`src/rtl/mdim_pkg.sv`:
```
package mdim_pkg;
   localparam int unsigned N_AXES = 3;

   typedef enum logic [1:0] {
      GEN_IDLE = 2'd0,
      GEN_ROLL = 2'd1,
      GEN_RUN  = 2'd2
   } gen_state_e;
endpackage

```
`src/rtl/mdim_axis_chain.sv`:
```
module mdim_axis_chain #(
   parameter int unsigned DIM_W = 4
) (
   input  logic                   clk,
   input  logic                   rst_n,
   input  logic                   clr,
   input  logic                   adv,
   input  logic [2:0][DIM_W-1:0]  lim_m1,
   input  logic [5:0]             order,
   output logic [2:0][DIM_W-1:0]  cnt
);
   import mdim_pkg::*;

   logic [2:0][DIM_W-1:0] nxt;
   logic                  carry;
   logic                  absorbed;

   // odometer step: carry walks the axes in the programmed nesting order
   always_comb begin
      nxt   = cnt;
      carry = adv;
      for (int p = 0; p < int'(N_AXES); p++) begin
         absorbed = 1'b0;
         for (int a = 0; a < int'(N_AXES); a++) begin
            if (carry && (order[2*p +: 2] == 2'(a))) begin
               if (cnt[a] == lim_m1[a]) begin
                  nxt[a] = '0;
               end else begin
                  nxt[a]   = cnt[a] + 1'b1;
                  absorbed = 1'b1;
               end
            end
         end
         if (absorbed) carry = 1'b0;
      end
   end

   for (genvar a = 0; a < int'(N_AXES); a++) begin : g_axis
      logic [DIM_W-1:0] cnt_r;
      always_ff @(posedge clk or negedge rst_n) begin
         if (!rst_n)   cnt_r <= '0;
         else if (clr) cnt_r <= '0;
         else          cnt_r <= nxt[a];
      end
      assign cnt[a] = cnt_r;
   end
endmodule

```
`src/rtl/mdim_index_compose.sv`:
```
module mdim_index_compose #(
   parameter int unsigned DIM_W = 4,
   parameter int unsigned IDX_W = 3 * DIM_W
) (
   input  logic [2:0][DIM_W-1:0] cnt,
   input  logic [2:0][DIM_W-1:0] lim_m1,
   input  logic [2:0]            invert,
   input  logic                  use_y,
   input  logic                  use_x,
   output logic [IDX_W-1:0]      index
);
   import mdim_pkg::*;

   logic [2:0][DIM_W-1:0] term;
   logic [IDX_W-1:0]      acc;

   for (genvar a = 0; a < int'(N_AXES); a++) begin : g_term
      assign term[a] = invert[a] ? (lim_m1[a] - cnt[a]) : cnt[a];
   end

   always_comb begin
      acc = IDX_W'(term[2]);
      if (use_y) acc = acc * (IDX_W'(lim_m1[1]) + 1'b1) + IDX_W'(term[1]);
      if (use_x) acc = acc * (IDX_W'(lim_m1[0]) + 1'b1) + IDX_W'(term[0]);
   end

   assign index = acc;
endmodule

```
`src/rtl/mdim_index_gen.sv`:
```
module mdim_index_gen #(
   parameter int unsigned DIM_W   = 4,
   parameter int unsigned VL_W    = 8,
   parameter int unsigned BASE_W  = 8,
   parameter int unsigned RF_SIZE = 64,
   localparam int unsigned IDX_W  = 3 * DIM_W
) (
   input  logic              clk,
   input  logic              rst_n,
   input  logic              start,
   input  logic [DIM_W-1:0]  cfg_xdim_m1,
   input  logic [DIM_W-1:0]  cfg_ydim_m1,
   input  logic [DIM_W-1:0]  cfg_zdim_m1,
   input  logic [5:0]        cfg_order,
   input  logic [2:0]        cfg_invert,
   input  logic              cfg_use_y,
   input  logic              cfg_use_x,
   input  logic [VL_W-1:0]   cfg_offset,
   input  logic [VL_W-1:0]   cfg_vl,
   input  logic [VL_W-1:0]   cfg_resume,
   input  logic [BASE_W-1:0] cfg_base,
   output logic              busy,
   output logic              out_valid,
   output logic [IDX_W-1:0]  out_index,
   output logic [VL_W-1:0]   out_step,
   output logic              out_done,
   output logic              out_overflow
);
   import mdim_pkg::*;

   localparam int unsigned SUM_W = ((IDX_W > BASE_W) ? IDX_W : BASE_W) + 1;

   if (DIM_W < 1 || VL_W < 1 || BASE_W < 1) begin : g_bad_width
      $error("mdim_index_gen: widths must be at least 1");
   end
   if (RF_SIZE < 1 || RF_SIZE >= (1 << SUM_W)) begin : g_bad_rf
      $error("mdim_index_gen: RF_SIZE out of range");
   end

   gen_state_e            state_q;
   logic [2:0][DIM_W-1:0] lim_q;
   logic [5:0]            order_q;
   logic [2:0]            inv_q;
   logic                  use_y_q, use_x_q;
   logic [VL_W-1:0]       vl_q, step_q;
   logic [BASE_W-1:0]     base_q;
   logic [VL_W:0]         roll_q, roll_n;
   logic [2:0][DIM_W-1:0] cnt;
   logic [IDX_W-1:0]      index;
   logic [SUM_W-1:0]      reach;
   logic                  adv;

   assign roll_n = {1'b0, cfg_offset} + {1'b0, cfg_resume};

   always_ff @(posedge clk or negedge rst_n) begin
      if (!rst_n) begin
         state_q <= GEN_IDLE;
         lim_q   <= '0;
         order_q <= 6'h24;
         inv_q   <= '0;
         use_y_q <= 1'b0;
         use_x_q <= 1'b0;
         vl_q    <= '0;
         step_q  <= '0;
         base_q  <= '0;
         roll_q  <= '0;
      end else if (start) begin
         lim_q   <= {cfg_zdim_m1, cfg_ydim_m1, cfg_xdim_m1};
         order_q <= cfg_order;
         inv_q   <= cfg_invert;
         use_y_q <= cfg_use_y;
         use_x_q <= cfg_use_x;
         vl_q    <= cfg_vl;
         base_q  <= cfg_base;
         step_q  <= cfg_resume;
         roll_q  <= roll_n;
         if (roll_n != '0)             state_q <= GEN_ROLL;
         else if (cfg_resume < cfg_vl) state_q <= GEN_RUN;
         else                          state_q <= GEN_IDLE;
      end else begin
         unique case (state_q)
            GEN_ROLL: begin
               roll_q <= roll_q - 1'b1;
               if (roll_q == {{VL_W{1'b0}}, 1'b1})
                  state_q <= (step_q < vl_q) ? GEN_RUN : GEN_IDLE;
            end
            GEN_RUN: begin
               step_q <= step_q + 1'b1;
               if (step_q == vl_q - 1'b1) state_q <= GEN_IDLE;
            end
            default: ;
         endcase
      end
   end

   assign adv = !start && (state_q == GEN_ROLL || state_q == GEN_RUN);

   mdim_axis_chain #(.DIM_W(DIM_W)) u_chain (
      .clk    (clk),
      .rst_n  (rst_n),
      .clr    (start),
      .adv    (adv),
      .lim_m1 (lim_q),
      .order  (order_q),
      .cnt    (cnt)
   );

   mdim_index_compose #(.DIM_W(DIM_W), .IDX_W(IDX_W)) u_compose (
      .cnt    (cnt),
      .lim_m1 (lim_q),
      .invert (inv_q),
      .use_y  (use_y_q),
      .use_x  (use_x_q),
      .index  (index)
   );

   assign reach        = SUM_W'(base_q) + SUM_W'(index);
   assign busy         = (state_q == GEN_ROLL);
   assign out_valid    = (state_q == GEN_RUN);
   assign out_index    = index;
   assign out_step     = step_q;
   assign out_done     = out_valid && (step_q == vl_q - 1'b1);
   assign out_overflow = out_valid && (reach >= SUM_W'(RF_SIZE));
endmodule

```
`config.mk`:
```
export PLATFORM = sky130hd
export DESIGN_NAME = mdim_index_gen
export DESIGN_NICKNAME = d
export VERILOG_FILES = /design/src/rtl/mdim_pkg.sv /design/src/rtl/mdim_axis_chain.sv /design/src/rtl/mdim_index_compose.sv /design/src/rtl/mdim_index_gen.sv
export SDC_FILE = /design/constraint.sdc
export NUM_CORES = 1
export LEC_CHECK = 0
export BUFFER_PORTS_ARGS = -buffer_cell sky130_fd_sc_hd__buf_2
export CORE_MARGIN = 10
export CORE_UTILIZATION = 55
export CTS_CLUSTER_SIZE = 20
export DETAILED_ROUTE_END_ITERATION = 10
export GPL_TIMING_DRIVEN = 0
export PLACE_DENSITY = 0.79
export SLEW_MARGIN = 10
export SYNTH_ARGS = -nofsm -noshare
export SYNTH_HDL_FRONTEND = slang
export SYNTH_SLANG_ARGS = --single-unit
```
`constraint.sdc`:
```
create_clock -name clk -period 10.7 [get_ports clk]
set_input_delay 1.605 -clock clk [delete_from_list [all_inputs] [get_ports clk]]
set_output_delay 1.605 -clock clk [all_outputs]
set_load 0.1 [all_outputs]
```
Word-level counts from Yosys, hierarchy flattened --
Index checks and enable logic that the tools add are counted.
Operators by class: $add $sub $neg 15, reductions and logical operators 25, order comparisons 3, mux-type cells 44, $mul 2, eq/ne operators 15
Operator list (number):
- $mux 4 | 18
- $add 12x4->12 | 2
- $mux 12 | 2
- $mux 9 | 2
- $lt 8x8->1 | 2
- $mux 8 | 2
- $add 8x12->13 | 1
- $ge 13x7->1 const B | 1
- $mux 1 | 13
- $add 4x1->4 const B | 3
- $eq 4x4->1 | 3
- $logic_and 1x1->1 | 12
- $mul 12x12->12 | 1
- $mul 4x12->12 | 1
- $mux 2 | 6
- $reduce_bool 4->1 | 3
- $sub 4x4->4 | 3
- $add 4x1->5 const B | 2
- $add 8x8->9 | 1
- $eq 9x1->1 const B | 1
- $reduce_bool 9->1 | 1
- $sub 9x1->9 const B | 1
- $add 8x1->8 const B | 1
- $eq 2x1->1 const B | 4
- other kinds (11) | 18
Word-level totals: input bits 58, word-level logic and storage cells 119, register bits after elaboration 70, output and inout port bits 24

Longest topological paths before layout --
Gate-level depths: netlist (run 1).
word-level depth 20, gate-level depth with buffers 38, mapped depth without buffers 38

Cells and area by module --
Synthesis (run 1) repeated with hierarchy kept, for this count alone.
Second synthesis, totals: cell total of the unflattened synthesis 855, area, all modules 7673.6 µm²
Modules (own cells, without submodules):
- mdim_index_gen | instances 1, seq. area each 1453.9 µm², area each 3704.8 µm², cells an instance 369
- mdim_index_compose | instances 1, seq. area each 0.0 µm², area each 2931.6 µm², cells an instance 377
- mdim_axis_chain | instances 1, seq. area each 300.3 µm², area each 1037.2 µm², cells an instance 109

Worst setup path before layout (run 1) --
OpenSTA, ideal clock, no wires.
kind register -> output, start register u_chain.g_axis[2].cnt_r[1], end output out_overflow, arrival time 10059 ps, path buffers 0, path slack -964 ps, stages on the path, launching flop included 38, cell sequence dfrtp_1 inv_1 ha_1 nor2b_1 o21ai_0 a21boi_0 o21ai_0 xnor2_1 nand2_1 fa_1 inv_1 fa_1 inv_1 fa_1 inv_1 ha_1 and2_1 o21ai_0 (+2 left out) fa_1 inv_1 ha_1 inv_1 fa_1 inv_1 ha_1 a21o_1 a211o_1 o211ai_1 o21ai_0 ha_1 nand3_1 a2111oi_0 and4b_1 o21ai_0 or4_1 o21a_1
On the way: longest elaborated chain between the ends 11
RTL lines:
- from (decl) | RTL line mdim_axis_chain.sv:39 | logic [DIM_W-1:0] cnt_r;
- from (signal assigned) | RTL line mdim_axis_chain.sv:43 | else cnt_r <= nxt[a];
- $sub 4x4->4 | RTL line mdim_index_compose.sv:18 | assign term[a] = invert[a] ? (lim_m1[a] - cnt[a]) : cnt[a];
- $mux 4 * | RTL line mdim_index_compose.sv:18
- $mul 4x12->12 | RTL line mdim_index_compose.sv:23 | if (use_y) acc = acc * (IDX_W'(lim_m1[1]) + 1'b1) + IDX_W'(term[1]);
- $add 12x4->12 | RTL line mdim_index_compose.sv:23
- $mux 12 * | RTL line mdim_index_compose.sv:23
- $mul 12x12->12 | RTL line mdim_index_compose.sv:24 | if (use_x) acc = acc * (IDX_W'(lim_m1[0]) + 1'b1) + IDX_W'(term[0]);
- $add 12x4->12 | RTL line mdim_index_compose.sv:24
- $mux 12 * | RTL line mdim_index_compose.sv:24
- via out_index[5] | RTL line mdim_index_gen.sv:24 | output logic [IDX_W-1:0] out_index,
- $add 8x12->13 * | RTL line mdim_index_gen.sv:117 | assign reach = SUM_W'(base_q) + SUM_W'(index);
- $ge 13x7->1 * | RTL line mdim_index_gen.sv:123 | assign out_overflow = out_valid && (reach >= SUM_W'(RF_SIZE));
- $logic_and 1x1->1 * | RTL line mdim_index_gen.sv:123
- to (decl) | RTL line mdim_index_gen.sv:27 | output logic out_overflow
The timed path passes the listed nets; every way through them passes the cells marked *.

Worst setup path after layout (run 1) --
start register lim_q[9] in the netlist's numbering, end output out_overflow
On the way: longest elaborated chain between the ends 11
RTL lines:
- from (decl) | RTL line mdim_index_gen.sv:41 | logic [2:0][DIM_W-1:0] lim_q;
- from (signal assigned) | RTL line mdim_index_gen.sv:68 | lim_q <= {cfg_zdim_m1, cfg_ydim_m1, cfg_xdim_m1};
- $sub 4x4->4 * | RTL line mdim_index_compose.sv:18
- $mux 4 * | RTL line mdim_index_compose.sv:18
- $mul 4x12->12 | RTL line mdim_index_compose.sv:23
- $add 12x4->12 | RTL line mdim_index_compose.sv:23
- $mux 12 * | RTL line mdim_index_compose.sv:23
- $mul 12x12->12 | RTL line mdim_index_compose.sv:24
- $add 12x4->12 | RTL line mdim_index_compose.sv:24
- $mux 12 * | RTL line mdim_index_compose.sv:24
- $add 8x12->13 * | RTL line mdim_index_gen.sv:117
- $ge 13x7->1 * | RTL line mdim_index_gen.sv:123
- $logic_and 1x1->1 * | RTL line mdim_index_gen.sv:123
Every way passes the cells marked *; elsewhere a longest branch is shown, timed or not.

==> results of run 1 <==
-- flip-flops by register name, indices dropped and copies added, names as in the netlist --
signal,cells
base_q,8
inv_q,3
lim_q,12
order_q,6
out_step,8
roll_q,9
state_q,2
u_chain.g_axis.cnt_r,12
use_x_q,1
use_y_q,1
vl_q,8
-- Yosys cell counts (3+ instances only) --
| master | instances | area [µm²] |
|---|---|---|
| inv_1 | 100 | 375.4 |
| ha_1 | 93 | 1164 |
| nor2_1 | 81 | 304.0 |
| o21ai_0 | 79 | 395.4 |
| dfrtp_1 | 68 | 1702 |
| nand2_1 | 62 | 232.7 |
| fa_1 | 40 | 800.8 |
| xnor2_1 | 30 | 262.8 |
| mux2_2 | 26 | 292.8 |
| nand3_1 | 24 | 120.1 |
| xor2_1 | 21 | 183.9 |
| a21oi_1 | 20 | 100.1 |
| nor3_1 | 17 | 85.08 |
| clkbuf_1 | 16 | 60.06 |
| a21o_1 | 12 | 90.09 |
| mux2i_1 | 12 | 120.1 |
| nor2b_1 | 12 | 75.07 |
| nand2b_1 | 10 | 62.56 |
| a211oi_1 | 9 | 67.56 |
| o21a_1 | 9 | 67.56 |
| o211ai_1 | 8 | 60.06 |
| a31oi_1 | 6 | 37.54 |
| o31ai_1 | 6 | 45.04 |
| and2_1 | 5 | 31.28 |
| or2_2 | 5 | 31.28 |
| nor3b_1 | 4 | 30.03 |
| a211o_1 | 3 | 26.28 |
| nand4_1 | 3 | 18.77 |
| nor4_1 | 3 | 18.77 |
| o21bai_1 | 3 | 22.52 |
| o22ai_1 | 3 | 18.77 |
| o31a_1 | 3 | 26.28 |
| or4_1 | 3 | 22.52 |
-- metal layers --
metal	GRT usage (%)	up-vias	part of all wire, %
met2	34.96	133	51
met1	24.03	3068	42
met5	0	-	0
met4	5.799	0	1.8
met3	5.166	28	5.2
li1	-	3104	-
-- area by class of cell --
| class | count | area share [%] |
|---|---|---|
| tap | 176 | 2.515 |
| sequential | 70 | 20.08 |
| clock inverter | 6 | 0.7003 |
| multi-input combinational | 648 | 62.16 |
| inverter | 101 | 4.330 |
| buffer | 21 | 1.186 |
| clock buffer | 10 | 2.730 |
| timing repair buffer | 95 | 6.303 |
-- metrics by stage --
stage          setup WS (ns)  cells  hold WS (ns)  setup TNS (ns)
2_1_floorplan         0.1044    840        0.4786               0
3_3_place_gp         -0.5822   1097        0.4988         -0.5822
3_5_place_dp         -0.6646   1098        0.5035         -0.6646
4_1_cts             0.005628   1119        0.5171               0
5_1_grt              -0.1377   1127        0.5353         -0.1377
6_report              0.1978   1127        0.5115               0
-- repair_timing --
action                     4_1_cts  5_1_grt
resized for setup               15       51
setup buffers                    5        8
cloned                           0        0
pin swaps                        4       24
setup endpoints to repair        1        1
-- power groups by stage --
stage,Combinational [mW],Sequential (mW),Clock (mW)
floorplan,1.53,0.361,0
global placement,1.83,0.345,0
detailed placement,1.88,0.346,0
CTS,1.95,0.342,0.307
global route,2.40,0.351,0.321
finish,2.20,0.345,0.304
-- kinds of logic (layout without fill, tap and decap cells) --
| logic type | Yosys count | in the layout | synth area share [%] |
|---|---|---|---|
| compound gates | 182 | 182 | 15.60 |
| xor+xnor | 52 | 52 | 6.343 |
| fa+ha+maj | 133 | 133 | 26.56 |
| buf+inv | 122 | 233 | 6.529 |
| flops | 70 | 70 | 23.71 |
| mux | 38 | 38 | 5.582 |
| simple gates | 243 | 243 | 15.68 |
-- worst max-delay path by stage --
| stage | depth (start not counted) | slack, ns | to | start |
|---|---|---|---|---|
| 3_5_place_dp | 38 | -0.66 | out_overflow | u_chain.g_axis[2].cnt_r[1] |
| 3_3_place_gp | 38 | -0.58 | out_overflow | u_chain.g_axis[2].cnt_r[1] |
| 5_1_grt | 34 | -0.14 | out_overflow | u_chain.g_axis[2].cnt_r[2] |
| 6_report | 34 | 0.20 | out_overflow | lim_q[9] |
| 2_1_floorplan | 37 | 0.10 | out_overflow | u_chain.g_axis[2].cnt_r[1] |
| 4_1_cts | 37 | 0.006 | out_overflow | u_chain.g_axis[2].cnt_r[1] |
-- worst reg2reg max path: cells and delay by family (launching register included) --
kind / cells / cell delay (ns)
and+or+nand+nor: 3 / 0.60
buffers and inverters: 2 / 0.63
AOI/OAI and AO/OA: 4 / 1.19
DFF: 1 / 0.36
adders and majority gates: 1 / 0.37
==> flow_metrics.env, run 1 <==
export IMPL_outcome="complete, no violations"
export IMPL_regToRegEndpoint="u_chain.g_axis[0].cnt_r[3]"
export IMPL_placed_cell_area_mm2=0.008087
export IMPL_crit_family="adder cells"
export IMPL_worst_path_buf_inv=8
export IMPL_die_w_um=136.0
export IMPL_initialDrtViolationCount=350
export IMPL_final_period_utilization_pct=98.15
export IMPL_final_area_mm2=0.008755
export IMPL_synth_edff_count=0
export IMPL_hold_viol_final=0
export IMPL_num_io_pins=82
export IMPL_diodes=0
export IMPL_synthArstFlopShare_pct=100.0
export IMPL_grt_usage_pct=20.14
export IMPL_rsz0062_at_grt="true"
export IMPL_crit_fanout=5
export IMPL_fin_crit_ns=10.50
export IMPL_grt_pass1_vias=6551
export IMPL_cap_violations=0
export IMPL_ff2ff_path_depth=10
export IMPL_power_density_mw_per_mm2=325.1
export IMPL_drive_gt1_share_pct=21.98
export IMPL_end_kind="output pin"
export IMPL_cts_root_buffer="clkbuf_16"
export IMPL_fmax_mhz=95.22
export IMPL_arrival_ns=8.90
export IMPL_io_buffers=81
export IMPL_h_tree_depth=3
export IMPL_die_h_um=136.0
export IMPL_p_leak_nw=4.185
export IMPL_layout_commonest_cell="inv_1"
export IMPL_viasPerCell=5.619
export IMPL_vias=6333
export IMPL_tritoncts="built"
export IMPL_seqCellArea_mm2=0.001758
export IMPL_r2r_start="lim_q[0]"
export IMPL_drv_slew=0
export IMPL_dieArea_mm2=0.01849
export IMPL_p_int_mw=1.288
export IMPL_crit_path_start_kind="register"
export IMPL_cts_path_max_buffers=2
export IMPL_comb_power_share_pct=77.2
export IMPL_syn_nets=1031
export IMPL_setup_viol=0
export IMPL_holdPathStages=1
export IMPL_synthCells=840
export IMPL_antenna_found_initial=0
export IMPL_tightest_slew_ns=0.8982
export IMPL_routed_wl_um=18370
export IMPL_core_mm2=0.01319
export IMPL_vdd_drop_max_v=0.0003943
export IMPL_first_pass_iters=4
export IMPL_cp_common_cell="fa_1"
export IMPL_hp_start="base_q[0]"
export IMPL_yosysWarnings=0
export IMPL_num_fill_cells=1048
export IMPL_overflow=0
export IMPL_r2r_slack_ns=7.47
export IMPL_grt_pass1_wl_um=30550
export IMPL_finish_utilization_pct=66.37
export IMPL_ant_nets=0
export IMPL_cts_clk_slew_worst_paths_ns=0.06
export IMPL_cts_buffers=9
export IMPL_multiInputGateArea_mm2=0.005441
export IMPL_synth_ff_type="dfrtp_1"
export IMPL_slowest_delay_ns=0.54
export IMPL_p_switching_mw=1.558
export IMPL_total_power_mw=2.846
export IMPL_grt_max_degree=60
export IMPL_hp_class="reg2reg"
export IMPL_switching_share_pct=54.73
export IMPL_place_congestion=0.9217
export IMPL_synth_distinct_cells=68
export IMPL_cts_sinks=70
export IMPL_min_to="base_q[0]"
export IMPL_initial_core_util_pct=56.08
export IMPL_hpwl_um=14240
export IMPL_area_growth_pct=18.35
export IMPL_syn_area_mm2=0.007397
export IMPL_drc=0
export IMPL_avgSynthCellArea_um2=8.806
export IMPL_required_ns=9.10
export IMPL_num_rows=42
export IMPL_nets=1137
export IMPL_clkLatencyLatePin_ns=0.35
export IMPL_power_frac_clock_pct=10.7
export IMPL_hold_buffers=0
export IMPL_synth_seq_cells=70
export IMPL_clock_skew_ns=0.007100
export IMPL_cp_slowest_cell="fa_1"
export IMPL_path_class="reg2out"
export IMPL_slew_headroom_pct=39.69
export IMPL_seqPwrFrac_pct=12.1
export IMPL_mostFrequentLayoutCells="inv_1 (94), ha_1 (84), buf_2 (79)"
export IMPL_synth_yosys_seq_area_share_pct=23.71
export IMPL_wire_per_inst_um=16.30
(Power assumes the default switching activity.)
==> run 2: changes to the inputs <==
--- a/constraint.sdc
+++ b/constraint.sdc
@@ -3,2 +3,2 @@
 set_output_delay 1.605 -clock clk [all_outputs]
-set_load 0.1 [all_outputs]
+set_load 0.02 [all_outputs]
==> flow_metrics.env, run 2 (synthesis results as in run 1) <==
export IMPL_grt_pass1_vias=6633
export IMPL_power_frac_clock_pct=13.6
export IMPL_mostFrequentLayoutCells="inv_1 (94), ha_1 (83), nor2_1 (80)"
export IMPL_first_pass_iters=7
export IMPL_area_growth_pct=18.64
export IMPL_viasPerCell=5.658
export IMPL_end_kind="output pin"
export IMPL_grt_pass1_wl_um=30750
export IMPL_total_power_mw=2.488
export IMPL_hpwl_um=14170
export IMPL_outcome="complete, no violations"
export IMPL_place_ws_ns=-0.6233
export IMPL_seqPwrFrac_pct=13.8
export IMPL_comb_power_share_pct=72.5
export IMPL_initialDrtViolationCount=386
export IMPL_cp_slowest_cell="fa_2"
export IMPL_grt_usage_pct=20.33
export IMPL_tritoncts="built"
export IMPL_crit_fanout=5
export IMPL_tightest_slew_ns=0.9730
export IMPL_cts_root_buffer="clkbuf_16"
export IMPL_ant_nets=0
export IMPL_final_area_mm2=0.008776
export IMPL_die_w_um=136.0
export IMPL_cp_common_cell="inv_2"
export IMPL_p_switching_mw=1.151
export IMPL_antenna_found_initial=0
export IMPL_overflow=0
export IMPL_crit_path_start_kind="register"
export IMPL_vdd_drop_max_v=0.0002061
export IMPL_setup_ws_ns=0.2077
export IMPL_num_io_pins=82
export IMPL_fmax_mhz=95.31
export IMPL_routed_wl_um=18630
export IMPL_layout_commonest_cell="inv_1"
export IMPL_cts_buffers=9
export IMPL_finish_utilization_pct=66.53
export IMPL_core_mm2=0.01319
export IMPL_initial_core_util_pct=56.08
export IMPL_drc=0
export IMPL_diodes=0
export IMPL_nets=1139
export IMPL_cts_clk_slew_worst_paths_ns=0.06
export IMPL_switching_share_pct=46.27
export IMPL_die_h_um=136.0
export IMPL_hold_buffers=0
export IMPL_power_density_mw_per_mm2=283.5
export IMPL_slew_headroom_pct=34.67
export IMPL_wire_per_inst_um=16.50
export IMPL_drive_gt1_share_pct=21.09
export IMPL_cts_path_max_buffers=2
export IMPL_placed_cell_area_mm2=0.008053
export IMPL_fin_crit_ns=10.49
export IMPL_place_congestion=0.8932
export IMPL_cap_violations=0
export IMPL_required_ns=9.10
export IMPL_final_period_utilization_pct=98.06
export IMPL_grt_max_degree=45
export IMPL_hp_class="reg2reg"
export IMPL_num_rows=42
export IMPL_h_tree_depth=3
export IMPL_path_class="reg2out"
export IMPL_clkLatencyLatePin_ns=0.35
export IMPL_largest_registers="lim_q: 12 flops, u_chain.g_axis.cnt_r: 12 flops, roll_q: 9 flops"
export IMPL_cts_sinks=70
export IMPL_tns_ns=0
export IMPL_slowest_delay_ns=0.60
export IMPL_vias=6388
export IMPL_num_fill_cells=1031
export IMPL_p_int_mw=1.337
export IMPL_setup_viol=0
export IMPL_hold_viol_final=0
export IMPL_dieArea_mm2=0.01849
export IMPL_drv_slew=0
export IMPL_io_buffers=81
export IMPL_arrival_ns=8.89
export IMPL_p_leak_nw=4.199
export IMPL_clock_skew_ns=0.006852
## run 2: cell count changes in the layout (fill, tap and decap cells not counted), sizes merged
cell / previous run / this run
buf: 99 / 101
bufinv: 1 / 2
clkbuf: 27 / 30
clkinv: 5 / 2
clkinvlp: 1 / 0
## run 2: worst paths after layout
path | slack [ns] | start | endpoint | cells after the start
worst max-delay path | 0.21 | u_chain.g_axis[2].cnt_r[1] | out_overflow | 38
worst min-delay path | 0.52 | base_q[0] | base_q[0] | 1
worst max register to register | 7.46 | lim_q[0] | u_chain.g_axis[0].cnt_r[3] | 10
worst min register to register | 0.52 | base_q[0] | base_q[0] | 1
max in group asynchronous | 8.91 | rst_n | order_q[5] | 2
min in group asynchronous | 1.19 | rst_n | roll_q[3] | 1
## run 2: layout make-up
cell class | instances | area [µm²] | share of cell area, %
clock inverters | 3 | 65.06 | 0.7414
inverters | 101 | 379.1 | 4.320
plain buffers | 21 | 103.9 | 1.183
repair buffers | 97 | 550.5 | 6.273
flip-flops and latches | 70 | 1757 | 20.02
clock buffers | 13 | 270.3 | 3.080
multi-input cells | 648 | 5430 | 61.88
well taps | 176 | 220.2 | 2.509
## run 2: repair_timing
action	CTS	global route
gates resized for setup	25	38
cloned	0	0
buffers inserted	9	6
pin swaps	11	20
setup endpoints to repair	1	1
## run 2: power by group through the flow
stage	registers, mW	clock network, mW	logic [mW]
global route	0.350	0.354	2.00
global placement	0.345	0	1.37
finish	0.344	0.339	1.80
CTS	0.342	0.342	1.63
floorplan	0.341	0	1.09
detailed placement	0.347	0	1.42
## run 2: worst max-delay path, delay by kind of cell, from the launching register on
kind	cells	cell delay, ns
adder cells (fa/ha/maj)	10	3.86
multiplexers	1	0.27
XOR/XNOR	2	0.29
AO/OA/AOI/OAI	10	1.45
buffers and inverters	8	0.55
flip-flops	1	0.40
AND/OR/NAND/NOR	7	1.73
## run 2: metrics by stage
step	hold slack, ns	cells
after floorplan	0.4786	840
after detailed placement	0.5047	1098
after CTS	0.5181	1123
final	0.5156	1129
after global routing	0.5382	1129
after global placement	0.5007	1097
## run 2: per-layer routing
layer  track usage [%]  vias to the layer above  share of wire [%]
met3             5.498                       37                5.9
met5                 0                        -                  0
met4             6.095                        0                2.3
met1             23.63                     3079                 42
met2             35.69                      162                 50
li1                  -                     3110                  -
